`config.mk`:
```
export PLATFORM = sky130hd
export DESIGN_NAME = pgbuf_port
export DESIGN_NICKNAME = d
export VERILOG_FILES = /design/src/rtl/pgbuf_pkg.sv /design/src/rtl/pgbuf_colmap.sv /design/src/rtl/pgbuf_lane.sv /design/src/rtl/pgbuf_port.sv
export SDC_FILE = /design/constraint.sdc
export NUM_CORES = 1
export LEC_CHECK = 0
export ABC_AREA = 1
export BUFFER_PORTS_ARGS = -buffer_cell sky130_fd_sc_hd__clkbuf_2
export CAP_MARGIN = 20
export CORE_MARGIN = 3
export CORE_UTILIZATION = 55
export DETAILED_ROUTE_END_ITERATION = 8
export PLACE_DENSITY = 0.84
export SLEW_MARGIN = 15
export SYNTH_ARGS = -nofsm -noshare
export SYNTH_HDL_FRONTEND = slang
export SYNTH_SLANG_ARGS = --single-unit
export TNS_END_PERCENT = 30
```
`constraint.sdc`:
```
create_clock -name clk -period 4.6 [get_ports clk]
set_input_delay 1.38 -clock clk [delete_from_list [all_inputs] [get_ports clk]]
set_output_delay 1.38 -clock clk [all_outputs]
set_load 0.02 [all_outputs]
```
`src/rtl/pgbuf_pkg.sv`:
```
package pgbuf_pkg;

    typedef enum logic [1:0] {
        OP_SETCOL = 2'd0,
        OP_RD8    = 2'd1,
        OP_RD16   = 2'd2,
        OP_WR8    = 2'd3
    } op_e;

    typedef enum logic [2:0] {
        S_IDLE,
        S_RD8,
        S_RD16,
        S_RD16B,
        S_WR
    } st_e;

endpackage

```
`src/rtl/pgbuf_colmap.sv`:
```
// Column adjustment and mapping onto buffer word address and byte lane.
module pgbuf_colmap #(
    parameter int PAGE_BYTES = 512,
    parameter int MAIN_BYTES = 2048,
    parameter int END_BYTES  = 528,
    parameter int CW         = 11,
    parameter int WAW        = 10
) (
    input  logic [CW-1:0]  col,
    input  logic           spare_only,
    output logic [CW-1:0]  adj_col,
    output logic [WAW-1:0] waddr,
    output logic [1:0]     lane,
    output logic           in_range
);
    localparam int PW = WAW + 2;

    logic [PW-1:0] phys;

    always_comb begin
        adj_col = (spare_only && (col < CW'(PAGE_BYTES))) ? col + CW'(PAGE_BYTES) : col;
        if (adj_col < CW'(PAGE_BYTES))
            phys = PW'(adj_col);
        else
            phys = PW'(adj_col - CW'(PAGE_BYTES)) + PW'(MAIN_BYTES);
        waddr    = phys[PW-1:2];
        lane     = phys[1:0];
        in_range = adj_col < CW'(END_BYTES);
    end
endmodule

```
`src/rtl/pgbuf_lane.sv`:
```
// Byte lane extraction, pair extraction and byte insertion for one RAM word.
module pgbuf_lane (
    input  logic [31:0] word,
    input  logic [1:0]  lane,
    input  logic [7:0]  byte_in,
    output logic [7:0]  byte_out,
    output logic [15:0] pair_out,
    output logic [31:0] word_out
);
    logic [39:0] ext;

    always_comb begin
        ext      = {8'h00, word};
        byte_out = word[{lane, 3'b000} +: 8];
        pair_out = ext[{lane, 3'b000} +: 16];
    end

    for (genvar g = 0; g < 4; g++) begin : g_lane
        assign word_out[g*8 +: 8] = (lane == 2'(g)) ? byte_in : word[g*8 +: 8];
    end
endmodule

```
`src/rtl/pgbuf_port.sv`:
```
module pgbuf_port
    import pgbuf_pkg::*;
#(
    parameter int AREAS       = 4,
    parameter int MAIN_AREA   = 512,
    parameter int SPARE_AREA  = 16,
    parameter int PAGE_BYTES  = 512,
    parameter int SPARE_BYTES = 16,
    localparam int MAIN_BYTES = AREAS * MAIN_AREA,
    localparam int BUF_BYTES  = AREAS * (MAIN_AREA + SPARE_AREA),
    localparam int END_BYTES  = PAGE_BYTES + SPARE_BYTES,
    localparam int COL_W      = $clog2(2 * PAGE_BYTES) + 1,
    localparam int WADDR_W    = $clog2(BUF_BYTES) - 2
) (
    input  logic               clk,
    input  logic               rst_n,
    input  logic               op_valid,
    input  logic [1:0]         op_code,
    input  logic [COL_W-1:0]   op_col,
    input  logic [7:0]         op_wdata,
    input  logic               spare_only,
    input  logic               bus16,
    input  logic               status_req,
    input  logic [7:0]         dev_status_lo,
    output logic               busy,
    output logic               done,
    output logic [15:0]        rd_data,
    output logic [COL_W-1:0]   col_ptr,
    output logic [WADDR_W-1:0] ram_addr,
    output logic               ram_rd,
    input  logic [31:0]        ram_rdata,
    output logic               ram_we,
    output logic [31:0]        ram_wdata
);
    typedef struct packed {
        st_e                st;
        logic [COL_W-1:0]   col;
        logic [WADDR_W-1:0] waddr;
        logic [1:0]         lane;
        logic [7:0]         hold;
        logic [7:0]         wbyte;
        logic               done;
        logic [15:0]        rdata;
    } regs_t;

    regs_t r_q, r_d;

    logic [COL_W-1:0]   m_adj;
    logic [WADDR_W-1:0] m_waddr;
    logic [1:0]         m_lane;
    logic               m_in_range;
    logic [7:0]         l_byte;
    logic [15:0]        l_pair;
    logic [31:0]        l_word;

    pgbuf_colmap #(
        .PAGE_BYTES(PAGE_BYTES),
        .MAIN_BYTES(MAIN_BYTES),
        .END_BYTES (END_BYTES),
        .CW        (COL_W),
        .WAW       (WADDR_W)
    ) u_map (
        .col       (r_q.col),
        .spare_only(spare_only),
        .adj_col   (m_adj),
        .waddr     (m_waddr),
        .lane      (m_lane),
        .in_range  (m_in_range)
    );

    pgbuf_lane u_lane (
        .word    (ram_rdata),
        .lane    (r_q.lane),
        .byte_in (r_q.wbyte),
        .byte_out(l_byte),
        .pair_out(l_pair),
        .word_out(l_word)
    );

    always_comb begin
        r_d       = r_q;
        r_d.done  = 1'b0;
        ram_rd    = 1'b0;
        ram_we    = 1'b0;
        ram_addr  = r_q.waddr;
        ram_wdata = l_word;
        unique case (r_q.st)
            S_IDLE: begin
                if (op_valid) begin
                    unique case (op_e'(op_code))
                        OP_SETCOL: begin
                            r_d.col  = op_col;
                            r_d.done = 1'b1;
                        end
                        OP_RD8: begin
                            if (status_req) begin
                                r_d.rdata = {8'h00, dev_status_lo};
                                r_d.done  = 1'b1;
                            end else begin
                                ram_rd    = 1'b1;
                                ram_addr  = m_waddr;
                                r_d.waddr = m_waddr;
                                r_d.lane  = m_lane;
                                r_d.col   = r_q.col + (bus16 ? COL_W'(2) : COL_W'(1));
                                r_d.st    = S_RD8;
                            end
                        end
                        OP_RD16: begin
                            ram_rd    = 1'b1;
                            ram_addr  = m_waddr;
                            r_d.waddr = m_waddr;
                            r_d.lane  = m_lane;
                            r_d.col   = m_adj + COL_W'(2);
                            r_d.st    = S_RD16;
                        end
                        OP_WR8: begin
                            if (m_in_range) begin
                                ram_rd    = 1'b1;
                                ram_addr  = m_waddr;
                                r_d.waddr = m_waddr;
                                r_d.lane  = m_lane;
                                r_d.wbyte = op_wdata;
                                r_d.col   = m_adj + COL_W'(1);
                                r_d.st    = S_WR;
                            end else begin
                                r_d.done = 1'b1;
                            end
                        end
                        default: r_d.done = 1'b1;
                    endcase
                end
            end
            S_RD8: begin
                r_d.rdata = {8'h00, l_byte};
                r_d.done  = 1'b1;
                r_d.st    = S_IDLE;
            end
            S_RD16: begin
                if (r_q.lane == 2'd3) begin
                    r_d.hold  = l_byte;
                    ram_rd    = 1'b1;
                    ram_addr  = r_q.waddr + WADDR_W'(1);
                    r_d.waddr = r_q.waddr + WADDR_W'(1);
                    r_d.st    = S_RD16B;
                end else begin
                    r_d.rdata = l_pair;
                    r_d.done  = 1'b1;
                    r_d.st    = S_IDLE;
                end
            end
            S_RD16B: begin
                r_d.rdata = {ram_rdata[7:0], r_q.hold};
                r_d.done  = 1'b1;
                r_d.st    = S_IDLE;
            end
            S_WR: begin
                ram_we   = 1'b1;
                r_d.done = 1'b1;
                r_d.st   = S_IDLE;
            end
            default: r_d.st = S_IDLE;
        endcase
    end

    always_ff @(posedge clk) begin
        if (!rst_n) r_q <= '0;
        else        r_q <= r_d;
    end

    assign busy    = (r_q.st != S_IDLE);
    assign done    = r_q.done;
    assign rd_data = r_q.rdata;
    assign col_ptr = r_q.col;

    // RAM strobes never overlap
    a_r11_rd_we_excl: assert property (@(posedge clk) disable iff (!rst_n)
        !(ram_rd && ram_we));

    // completion pulse only when idle
    a_r11_done_idle: assert property (@(posedge clk) disable iff (!rst_n)
        done |-> !busy);

    // status read completes next edge without moving the pointer
    a_r7_status_freeze: assert property (@(posedge clk) disable iff (!rst_n)
        (!busy && op_valid && op_code == OP_RD8 && status_req)
        |=> (done && col_ptr == $past(col_ptr)));

    // no RAM access for a status read
    a_r7_status_no_ram: assert property (@(posedge clk) disable iff (!rst_n)
        (!busy && op_valid && op_code == OP_RD8 && status_req) |-> !ram_rd);

    // set-column loads the pointer
    a_r10_setcol: assert property (@(posedge clk) disable iff (!rst_n)
        (!busy && op_valid && op_code == OP_SETCOL) |=> col_ptr == $past(op_col));

    // out-of-range write is dropped with the pointer held
    a_r8_clip_drop: assert property (@(posedge clk) disable iff (!rst_n)
        (!busy && op_valid && op_code == OP_WR8 && !m_in_range)
        |=> (done && !busy && col_ptr == $past(col_ptr)));

    // a RAM write follows a read of the same word
    a_r9_rmw: assert property (@(posedge clk) disable iff (!rst_n)
        ram_we |-> ($past(ram_rd) && ram_addr == $past(ram_addr)));
endmodule

```
==> metrics.md, run 1 <==
| Metric | Value |
|---|---|
| Status | `completed` |
| Hpwl dp | `11900 um` |
| Die height | `101 um` |
| Post-route DRC | `0` |
| DRT iter0 DRCs | `451` |
| Slew HR | `28.9%` |
| Reg2reg path depth | `12` |
| Largest net degree at the start of global routing | `31` |
| Maximum fanout along the worst path | `6` |
| I/O pin total | `140` |
| Hold EP | `rd_data[11]$_SDFFE_PN0P_` |
| Starting Density | `just under 60%` |
| Critical path capture point type | `output port` |
| CTS clk-pin slew, worst paths | `0.08 ns` |
| Max_cap viols | `0` |
| Pleak | `2.74 nW` |
| Synthesis Warnings | `0` |
| #FFs+latches synth | `about 60` |
| Seq pwr share | `36.7%` |
| Fillers | `827` |
| Routed vias | `around 5800` |
| Psw | `0.589 mW` |
| Root Driver | `clkbuf_8` |
| Peak Freq | `226 MHz` |
| Reg-to-reg setup timing slack | `2.32 ns` |
| # diodes | `0` |
| Cell depth of the worst hold path | `2` |
| Layout cells sized above 1 | `22.1%` |
| Area grow syn2layout | `14.5%` |
| Hold_sp | `rd_data[11]$_SDFFE_PN0P_` |
| GRT overflow | `0` |
| Final hold slack | `0.467 ns` |
| Chip width | `between 100 and 150 um` |
| Slowest cell on crit path | `o211ai_1` |
| Worst r2r src | `col_ptr[9]$_SDFFE_PN0P_` |
| CTS tree | `built` |
| # hold bufs at CTS | `0` |
| Syn avg cell area | `6.10 um^2` |
| RSZ-0062 raised after global routing | `false` |
| Post-route cell area | `0.00566 mm^2` |
| Final Hold Fails | `0` |
| Final Setup Violations | `0` |
| Register area | `0.00118 mm^2` |
| Pre-Repair DR Iteration Count | `5` |
| WS Path Type | `input pin to output port` |
| Worst-margin pin slew | `1.06 ns` |
| DP Area | `0.00543 mm^2` |
| Post-CTS Resized | `0` |
| Final Critical Period | `4.43 ns` |
| CP cell instances | `clkbuf_2 -> inv_1 -> ha_1 -> inv_1 -> o211ai_1 -> buf_4 -> nand3_1 -> nand3_1 -> clkbuf_2` |
| Num CTS Buffers | `9` |
| CP Data Arrival Time | `3.05 ns` |
| Async S/R FF share, synth | `0%` |
| Comb power frac | `28.8%` |
| Worst min-delay path category | `flop to flop` |
| CP required | `3.22 ns` |
| # port buffers | `~140` |
| First-pass GRT wire length | `25300 um` |
| Post-Layout Cell Count | `1018` |
| Switching power share of the total | `37.0%` |
| Routability cong. | `0.993` |
| Post-Route Setup TNS | `0 ns` |
| Library cells used by synthesis | `42` |
| Die area | `about 0.010 mm^2` |
| Critical path buffers and inverters | `5` |
| Crit path depth | `9` |
| Setup Fix Bufs, Post-CTS | `0` |
| Routed len/inst | `15.6 um` |
| Core footprint | `0.00846 mm^2` |
| Setup Skew | `approximately 0.0075 ns` |
| Post-synth net total | `892` |
| Top FF cell, synth | `dfxtp_1` |
| Max rail drop VDD | `about 0.00017 V` |
| Int Power | `1.00 mW` |
| Vias per cell | `5.71` |
| Startpoint Class | `input pin` |
| P per Cell Area | `281 mW/mm^2` |
| H-tree levels | `3` |
| Area of the multi-input gates | `approximately 0.0030 mm^2` |
| Row count | `33` |
| Clock share of power | `34.5%` |
| Worst R2R End | `col_ptr[0]$_SDFFE_PN0P_` |
| Final nets | `just under 1000` |
| Total GRT Usage | `31.1%` |
| Initial antenna violation count | `0` |
| Tcrit/Tclk final | `96.3%` |
| CP top delay family | `buffers and inverters` |
| EDFF count, synth | `0` |
| Crit-path max cell delay | `0.58 ns` |
| Final ANT Viol Nets | `0` |
| Placed cell count | `1001` |
| Register area share after synthesis | `23.9%` |
| Cell count after synthesis | `811` |
| Clk buf depth | `2` |
| Syn Std Cell Area | `0.00494 mm^2` |
| Final WL | `15900 um` |
| Worst-Skew Late Latency | `0.35 ns` |
| Clk sinks | `59` |
| Max-slew violations | `0` |
| Vias in the first global route | `5242` |
## metrics by stage
stage / setup slack (ns) / util, % / total power [mW]
after detailed placement: 0.218 / 64.1 / 1.05
after CTS: 0.211 / 66.8 / 1.59
after global placement: 0.249 / 64.1 / 1.04
after floorplan: 0.613 / - / 0.917
after global routing: 0.0523 / 66.9 / 1.67
final: 0.171 / 66.9 / 1.59
## cell usage after synthesis (2+ instances only)
master | count | area share, %
nor2_1 | 73 | 5.5
clkbuf_1 | 12 | 0.91
o21ai_1 | 7 | 0.71
nor2_2 | 2 | 0.25
nand4_1 | 12 | 1.5
buf_6 | 6 | 1.4
a2bb2oi_1 | 3 | 0.53
inv_1 | 81 | 6.1
o21ai_0 | 84 | 8.5
o221ai_1 | 3 | 0.53
a31oi_1 | 6 | 0.76
o22ai_1 | 8 | 1.0
nor2_4 | 5 | 1.1
nand3_2 | 5 | 1.0
nand2_2 | 5 | 0.63
buf_2 | 16 | 1.6
buf_4 | 29 | 4.4
o21a_1 | 3 | 0.46
o211ai_1 | 6 | 0.91
nand2_1 | 199 | 15
nand2_4 | 2 | 0.46
ha_1 | 13 | 3.3
inv_2 | 9 | 0.68
a21boi_1 | 2 | 0.30
nand3_1 | 80 | 8.1
a22oi_1 | 6 | 0.91
nor3_2 | 2 | 0.40
a21oi_1 | 60 | 6.1
dfxtp_1 | 59 | 24
## worst reg2reg max path: stages, from the launching register on
cell and delay, ns:
dfxtp_1 0.50, inv_2 0.11, ha_1 0.25, nand2_2 0.12, nand2_1 0.10, o21ai_4 0.09
nand2_2 0.12, nand3_2 0.12, nand3_2 0.27, inv_2 0.28, nand2_1 0.07, o21ai_0 0.07
nor2_1 0.05
## per-layer routing
layer | global-route usage (%) | vias to the layer above | part of all wire [%] | wire length [um]
li1 | - | 2856 | - | -
met1 | 39.2 | 2595 | 40 | 6370
met2 | 51.3 | 307 | 47 | 7440
met3 | 5.05 | 54 | 9.5 | 1510
met4 | 15.3 | 0 | 3.7 | 581
met5 | 0 | - | 0 | 0
## power by group through the flow
stage,registers (mW),logic [mW],clock network [mW]
after floorplan,0.575,0.342,0
after global placement,0.594,0.450,0
after detailed placement,0.594,0.452,0
after CTS,0.582,0.453,0.557
after global routing,0.587,0.509,0.575
final,0.584,0.459,0.548
## layout by cell type (no fill, tap or decap), types with 3 or more instances in the layout
cell | netlist | routed
nand2_1 | 199 | 199
clkbuf_2 | 0 | 139
o21ai_0 | 84 | 84
inv_1 | 81 | 81
nand3_1 | 80 | 80
nor2_1 | 73 | 73
a21oi_1 | 60 | 60
dfxtp_1 | 59 | 59
ha_1 | 13 | 13
nand4_1 | 12 | 12
buf_4 | 29 | 10
inv_2 | 9 | 9
clkbuf_8 | 0 | 9
o22ai_1 | 8 | 8
o21ai_1 | 7 | 7
o211ai_1 | 6 | 6
a22oi_1 | 6 | 6
a31oi_1 | 6 | 6
nor2_4 | 5 | 5
nand2_2 | 5 | 5
nand3_2 | 5 | 5
a2bb2oi_1 | 3 | 3
o221ai_1 | 3 | 3
o21a_1 | 3 | 3
clkinv_4 | 0 | 3
## cell families after synthesis
logic type / after synthesis / share of synthesized area, %
compound gates: 194 / 21.8
xor+xnor: 1 / 0.177
fa+ha+maj: 14 / 3.69
buf+inv: 154 / 15.3
flops: 59 / 23.9
simple gates: 389 / 35.1
## worst max path at each step
stage	to	slack (ns)	from
after floorplan	ram_addr[5]	0.61	op_code[0]
after global placement	ram_addr[0]	0.25	spare_only
after detailed placement	ram_addr[2]	0.22	spare_only
after CTS	ram_addr[2]	0.21	spare_only
after global routing	ram_addr[4]	0.05	spare_only
final	ram_addr[2]	0.17	op_code[1]
## state kept, by name (all words and copies together) (netlist names)
register / cells
col_ptr: 11
done: 1
r_q: 31
rd_data: 16
## cell type report
cell class                 count  share of cell area, %
inverter                      91                   6.08
multi-input combinational    598                   53.2
timing repair buffer         149                   13.6
clock buffer                   9                   2.19
tap                          105                   2.32
sequential                    59                   20.9
clock inverter                 7                   1.77
Note: power is estimated with default switching activity, not from simulation.
==> run 2: changes to the inputs <==
--- a/config.mk
+++ b/config.mk
@@ -8,10 +8,13 @@
 export ABC_AREA = 1
 export BUFFER_PORTS_ARGS = -buffer_cell sky130_fd_sc_hd__clkbuf_2
 export CAP_MARGIN = 20
+export CELL_PAD_IN_SITES_DETAIL_PLACEMENT = 1
+export CELL_PAD_IN_SITES_GLOBAL_PLACEMENT = 1
 export CORE_MARGIN = 3
-export CORE_UTILIZATION = 55
+export CORE_UTILIZATION = 39
 export DETAILED_ROUTE_END_ITERATION = 8
-export PLACE_DENSITY = 0.84
+export GPL_TIMING_DRIVEN = 0
+export PLACE_DENSITY_LB_ADDON = 0.1
 export SLEW_MARGIN = 15
 export SYNTH_ARGS = -nofsm -noshare
 export SYNTH_HDL_FRONTEND = slang
==> constraint.sdc (replaced) <==
create_clock -name clk -period 4.6 [get_ports clk]
set_input_delay 0 -clock clk [delete_from_list [all_inputs] [get_ports clk]]
set_output_delay 0 -clock clk [all_outputs]
set_load 0.02 [all_outputs]
==> run 2 against run 1 <==
Effect of this change: wire length increased by 36%; critical path depth increased by 4; sequential share of layout area down 2.2 points; critical path type is now flop to output port; core utilization is 15 points lower; critical endpoint is now ram_addr[0]; clock skew shrank 0.0018 ns; non-clock buffer count grew 69; combinational power rose by 19%; largest power group is now clock; die area grew 38%; final area rose by 12%.
==> metrics.md, run 2 (synthesis results as in run 1) <==
| Metric | Value |
|---|---|
| # port buffers | `138 (-0.72%)` |
| Die area | `0.0141 mm^2 (+38%)` |
| Row count | `40 (+21%)` |
| Largest register by flop count | `r_q` |
| Layout cells sized above 1 | `24.6% (+2.5 points)` |
| # diodes | `0 (unchanged)` |
| Final Critical Period | `2.74 ns (-1.68 ns)` |
| Starting Density | `40.5% (-18 points)` |
| Final Hold Fails | `0 (unchanged)` |
| Final ANT Viol Nets | `0 (unchanged)` |
| Core footprint | `0.0122 mm^2 (+44%)` |
| CP Data Arrival Time | `2.74 ns (-0.31 ns)` |
| CTS clk-pin slew, worst paths | `0.06 ns (-0.02 ns)` |
| Setup Fix Bufs, Post-CTS | `0 (unchanged)` |
| CTS tree | `built` |
| Int Power | `1.16 mW (+16%)` |
| Worst min-delay path category | `input pin to flop` |
| Routed len/inst | `18.9 um (+21%)` |
| RSZ-0062 raised after global routing | `false` |
| Final WL | `21700 um (+36%)` |
| Pre-Repair DR Iteration Count | `7 (+2)` |
| Clk buf depth | `2 (unchanged)` |
| Routed vias | `6297 (+8.3%)` |
| Max_cap viols | `0 (unchanged)` |
| Final hold slack | `0.0109 ns (-0.456 ns)` |
| Max reg flops | `31 (unchanged)` |
| Seq pwr share | `31.3% (-5.4 points)` |
| Most frequent cells in the layout | `nand2_1, clkbuf_2, o21ai_0` |
| Area grow syn2layout | `27.8%` |
| Max rail drop VDD | `0.000172 V (-0.27%)` |
| Final Setup Violations | `0 (unchanged)` |
| Worst-margin pin slew | `0.787 ns (-0.273 ns)` |
| Initial antenna violation count | `0 (unchanged)` |
| Comb power frac | `29.8% (+1.0 points)` |
| Post-route DRC | `0 (unchanged)` |
| Worst-Skew Late Latency | `0.34 ns (about the same)` |
| H-tree levels | `3 (unchanged)` |
| Pleak | `3.07 nW (+12%)` |
| I/O pin total | `140 (unchanged)` |
| Register area | `0.00118 mm^2 (unchanged)` |
| Die height | `119 um (+18%)` |
| Largest net degree at the start of global routing | `12 (-61%)` |
| Final nets | `1058 (+7.0%)` |
| Clk sinks | `59 (unchanged)` |
| Clock share of power | `38.9% (+4.4 points)` |
| Status | `completed` |
| Num CTS Buffers | `9 (unchanged)` |
| Max-slew violations | `0 (unchanged)` |
| Hpwl dp | `16400 um (+38%)` |
| Area of the multi-input gates | `0.00301 mm^2 (unchanged)` |
| Routability cong. | `0.919 (-7.5%)` |
| DRT iter0 DRCs | `509 (+13%)` |
| Startpoint Class | `flop` |
| P per Cell Area | `290 mW/mm^2 (+3.3%)` |
| Post-Route Setup TNS | `0 ns (unchanged)` |
| Peak Freq | `364 MHz (+61%)` |
| Vias per cell | `5.48 (-4.1%)` |
| Total GRT Usage | `30.6% (-0.55 points)` |
| Fillers | `1773 (+110%)` |
| Tcrit/Tclk final | `59.7% (-37 points)` |
| Critical path capture point type | `output port` |
| Placed cell count | `1117 (+12%)` |
| Psw | `0.672 mW (+14%)` |
| GRT overflow | `0 (unchanged)` |
| First-pass GRT wire length | `34400 um (+36%)` |
| Setup Skew | `0.00566 ns (-0.00185 ns)` |
| Root Driver | `clkbuf_16` |
| CP required | `4.60 ns (+1.38 ns)` |
| Switching power share of the total | `36.6% (-0.45 points)` |
| Slew HR | `47.5% (+19 points)` |
| Most common cell after layout, fill and taps aside | `nand2_1` |
| Post-Layout Cell Count | `1150 (+13%)` |
| Post-CTS Resized | `0 (unchanged)` |
| Chip width | `119 um (+18%)` |
| Maximum fanout along the worst path | `10 (+4)` |
| WS Path Type | `flop to output port` |
| Vias in the first global route | `6669 (+27%)` |
-- run 2: cell count changes in the layout (fill, tap and decap cells not counted), sizes merged --
cell	before	now
bufinv	2	1
clkinvlp	0	2
clkinv	4	2
buf	10	51
clkbuf	148	160
dlygate4sd3	0	17
-- run 2: layer usage --
metal	share of wire, %	up-vias	GRT usage (%)
li1	-	2989	-
met1	41	3025	35.4
met2	50	229	54.1
met3	5.3	54	4.59
met4	4.0	0	15.9
met5	0	-	0
-- run 2: power by group through the flow --
stage | clock (mW) | combinational (mW) | sequential (mW)
after CTS | 0.718 | 0.542 | 0.575
after global placement | 0 | 0.511 | 0.584
final | 0.714 | 0.546 | 0.575
after detailed placement | 0 | 0.525 | 0.586
after global routing | 0.742 | 0.597 | 0.580
after floorplan | 0 | 0.342 | 0.575
-- run 2: worst paths after layout --
| kind | startpoint | to | slack [ns] | cells after the start |
|---|---|---|---|---|
| worst max-delay path | col_ptr[9]$_SDFFE_PN0P_ | ram_addr[0] | 1.86 | 13 |
| worst min-delay path | dev_status_lo[5] | rd_data[5]$_SDFFE_PN0P_ | 0.01 | 5 |
| worst max register to register | col_ptr[9]$_SDFFE_PN0P_ | r_q[22]$_SDFFE_PN0P_ | 2.28 | 11 |
| worst min register to register | rd_data[8]$_SDFFE_PN0P_ | rd_data[8]$_SDFFE_PN0P_ | 0.47 | 2 |
-- run 2: layout make-up --
| cell class | count | area share, % |
|---|---|---|
| Clock inverter | 6 | 1.01 |
| Clock buffer | 10 | 3.78 |
| Multi-Input combinational cell | 598 | 47.6 |
| Inverter | 91 | 5.45 |
| Buffer | 63 | 6.50 |
| Timing Repair Buffer | 155 | 13.6 |
| Sequential cell | 59 | 18.7 |
| Tap cell | 168 | 3.33 |
-- run 2: repair_timing --
action,in CTS,in global routing
setup endpoints to repair,0,0
hold buffers,17,0
endpoints found under the hold margin,17,0
-- run 2: critical path: stages (launching register included) --
cell and delay [ns]:
dfxtp_1 0.51, inv_2 0.12, ha_1 0.26, nand2_2 0.13
nand2_1 0.10, o21ai_4 0.11, nand2_2 0.14, nand2_1 0.13
nand2_1 0.07, o211ai_1 0.14, buf_2 0.28, nand3_1 0.09
nand3_1 0.14, clkbuf_2 0.19
-- run 2: per-stage QoR --
| stage | setup WS (ns) | power (mW) | util (%) | area, um^2 |
|---|---|---|---|---|
| 2_1_floorplan | 2.77 | 0.917 | - | 4940 |
| 3_3_place_gp | 2.28 | 1.09 | 47.9 | 5850 |
| 3_5_place_dp | 2.22 | 1.11 | 47.9 | 5850 |
| 4_1_cts | 1.86 | 1.83 | 51.7 | 6320 |
| 5_1_grt | 1.62 | 1.92 | 51.7 | 6320 |
| 6_report | 1.86 | 1.84 | 51.7 | 6320 |
==> run 3: changes to the inputs <==
--- a/config.mk
+++ b/config.mk
@@ -11,7 +11,7 @@
 export CELL_PAD_IN_SITES_DETAIL_PLACEMENT = 1
 export CELL_PAD_IN_SITES_GLOBAL_PLACEMENT = 1
 export CORE_MARGIN = 3
-export CORE_UTILIZATION = 39
+export CORE_UTILIZATION = 32
 export DETAILED_ROUTE_END_ITERATION = 8
 export GPL_TIMING_DRIVEN = 0
 export PLACE_DENSITY_LB_ADDON = 0.1
==> constraint.sdc (replaced) <==
create_clock -name clk -period 2.3 [get_ports clk]
set_input_delay 0 -clock clk [delete_from_list [all_inputs] [get_ports clk]]
set_output_delay 0 -clock clk [all_outputs]
set_load 0.02 [all_outputs]
==> run 3 against run 2 <==
Effect of this change: hold slack improved by 0.0027 ns; setup slack got worse by 1.8 ns; combinational power increased by 110%; first-iteration DRC count fell by 46%; largest power group unchanged; highest routed layer unchanged.
==> metrics.md, run 3 (synthesis results as in run 1) <==
| Metric | Value |
|---|---|
| Crit-path max cell delay | `0.38 ns (-0.13 ns)` |
| Reg2reg path depth | `11 (unchanged)` |
| Worst-Skew Late Latency | `0.35 ns (about the same)` |
| Most frequent cells in the layout | `nand2_1, clkbuf_2, o21ai_0` |
| Final nets | `1072 (+1.3%)` |
| RSZ-0062 raised after global routing | `true` |
| Routed vias | `6110 (-3.0%)` |
| Max-slew violations | `0 (unchanged)` |
| Post-Layout Cell Count | `1180 (+2.6%)` |
| CP required | `2.30 ns (-2.30 ns)` |
| Fin worst setup slack | `0.0781 ns (-1.78 ns)` |
| Final Setup Violations | `0 (unchanged)` |
| Critical path buffers and inverters | `3 (unchanged)` |
| Max reg flops | `31 (unchanged)` |
| Post-route DRC | `0 (unchanged)` |
| Most common cell after layout, fill and taps aside | `nand2_1` |
| Final Hold Fails | `0 (unchanged)` |
| Final WL | `21000 um (-3.1%)` |
| Core footprint | `0.0148 mm^2 (+21%)` |
| Slew HR | `48.6% (+1.1 points)` |
| Root Driver | `clkbuf_16` |
| Pre-Repair DR Iteration Count | `5 (-2)` |
| Pleak | `3.21 nW (+4.5%)` |
| First-pass GRT wire length | `32800 um (-4.7%)` |
| Tcrit/Tclk final | `96.6%` |
| Layout cells sized above 1 | `26.8% (+2.2 points)` |
| Routed len/inst | `17.8 um (-5.6%)` |
| Cell depth of the worst hold path | `5 (unchanged)` |
| # port buffers | `138 (unchanged)` |
| CP cell instances | `inv_6 -> ha_4 -> o21ai_4 -> nand2_4 -> nand2_2 -> nand2_1 -> o211ai_1 -> buf_4 -> nand3_1 -> nand3_2 -> clkbuf_8` |
| Critical path capture point type | `output port` |
| GRT overflow | `0 (unchanged)` |
| Final ANT Viol Nets | `0 (unchanged)` |
| Num CTS Buffers | `9 (unchanged)` |
| WS Path Type | `flop to output port` |
| CP top delay family | `buffers and inverters` |
| Row count | `44 (+10%)` |
| Area grow syn2layout | `33.6%` |
| Clk buf depth | `2 (unchanged)` |
| P per Cell Area | `565 mW/mm^2 (+95%)` |
| Vias per cell | `5.18 (-5.4%)` |
| Slowest cell on crit path | `dfxtp_4` |
| H-tree levels | `3 (unchanged)` |
| Clk sinks | `59 (unchanged)` |
| Status | `completed` |
| Largest net degree at the start of global routing | `12 (unchanged)` |
| Setup Skew | `0.00894 ns (+0.00328 ns)` |
| Vias in the first global route | `6087 (-8.7%)` |
| Largest register by flop count | `r_q` |
| Initial antenna violation count | `0 (unchanged)` |
| Hold EP | `rd_data[0]$_SDFFE_PN0P_` |
| Die area | `0.0170 mm^2 (+21%)` |
| Reg-to-reg setup timing slack | `0.30 ns (-1.98 ns)` |
| Worst r2r src | `col_ptr[0]$_SDFFE_PN0P_` |
| Total GRT Usage | `25.0% (-5.5 points)` |
| Worst-margin pin slew | `0.771 ns (-0.0165 ns)` |
| Final Critical Period | `2.22 ns` |
| Peak Freq | `450 MHz` |
| CTS clk-pin slew, worst paths | `0.06 ns (about the same)` |
| Pre-CTS WS | `-0.00998 ns (-2.23 ns)` |
| Worst min-delay path category | `input pin to flop` |
| Maximum fanout along the worst path | `5 (-5)` |
| Hold_sp | `dev_status_lo[0]` |
| DP Area | `0.00587 mm^2 (+0.34%)` |
| Hpwl dp | `15900 um (-3.1%)` |
| Routability cong. | `0.884 (-3.8%)` |
| Max_cap viols | `0 (unchanged)` |
| I/O pin total | `140 (unchanged)` |
| Chip width | `130 um (+9.9%)` |
| Starting Density | `33.4% (-7.1 points)` |
| # diodes | `0 (unchanged)` |
| CTS tree | `built` |
| Die height | `130 um (+9.9%)` |
| Startpoint Class | `flop` |
| Placed cell count | `1133 (+1.4%)` |
| Worst R2R End | `col_ptr[10]$_SDFFE_PN0P_` |
| CP Data Arrival Time | `2.22 ns (-0.52 ns)` |
| Post-route cell area | `0.00660 mm^2 (+4.5%)` |
| DRT iter0 DRCs | `277 (-46%)` |
| Max rail drop VDD | `0.000342 V (+99%)` |
## run 3: cell types whose count changed in the layout (fill, tap and decap cells not counted), moves of 2 or more
cell and change:
clkbuf_1 -3, nand2_4 +2, nand3_2 +6, dlygate4sd3_1 +8, nand2_2 +2, dfxtp_4 +2
nand2_1 -4, nand3_1 -6, buf_4 +8, buf_6 +4, dfxtp_1 -3, clkbuf_8 +3
clkbuf_2 -6
## run 3: per-stage QoR
step           utilization (%)  power [mW]  TNS (ns)  hold WS (ns)
6_report                  44.6        3.73         0        0.0136
5_1_grt                   44.6        3.93   -0.0388        0.0317
4_1_cts                   44.0        3.73         0       0.00163
3_5_place_dp              39.6        2.21  -0.00998         0.282
3_3_place_gp              39.6        2.20         0         0.277
2_1_floorplan                -        1.83         0         0.147
## run 3: cell type report
type                            count  area, um^2
Buffer                             62         412
Clock buffer                       10         239
Clock inverter                      6        63.8
Fill cell                        2037        8210
Inverter                           91         349
Multi-Input combinational cell    598        3080
Sequential cell                    59        1190
Tap cell                          184         230
Timing Repair Buffer              170        1040
## run 3: how the worst max path moves through the flow
| stage | startpoint | endpoint | cells past startpoint |
|---|---|---|---|
| floorplan | col_ptr[9]$_SDFFE_PN0P_ | ram_addr[5] | 10 |
| global placement | col_ptr[9]$_SDFFE_PN0P_ | ram_addr[0] | 11 |
| detailed placement | col_ptr[9]$_SDFFE_PN0P_ | ram_addr[2] | 13 |
| CTS | col_ptr[9]$_SDFFE_PN0P_ | ram_addr[7] | 12 |
| global route | col_ptr[9]$_SDFFE_PN0P_ | ram_addr[2] | 13 |
| finish | col_ptr[9]$_SDFFE_PN0P_ | ram_addr[2] | 11 |
## run 3: per-layer routing
metal,global-route usage (%),share of wire (%)
met2,42.4,47
met4,9.05,2.6
met1,32.3,45
met5,0,0
met3,3.64,4.7
## run 3: power by group
part	switching [mW]	total [mW]	internal [mW]
logic	0.721	1.16	0.435
clock network	0.565	1.43	0.868
registers	0.0626	1.14	1.08
total	1.35	3.73	2.38
## run 3: worst min-delay path: stages
cell,delay (ns)
clkbuf_2,0.08
nand3_1,0.07
nand3_1,0.09
o21ai_1,0.06
inv_1,0.04
## run 3: repair_timing
action | CTS | global route
hold buffers | 25 | 0
gates resized for setup | 23 | 26
endpoints found under the setup margin | 12 | 19
cloned | 1 | 0
setup buffers | 3 | 3
hold endpoints to repair | 25 | 0
pin swaps | 2 | 4
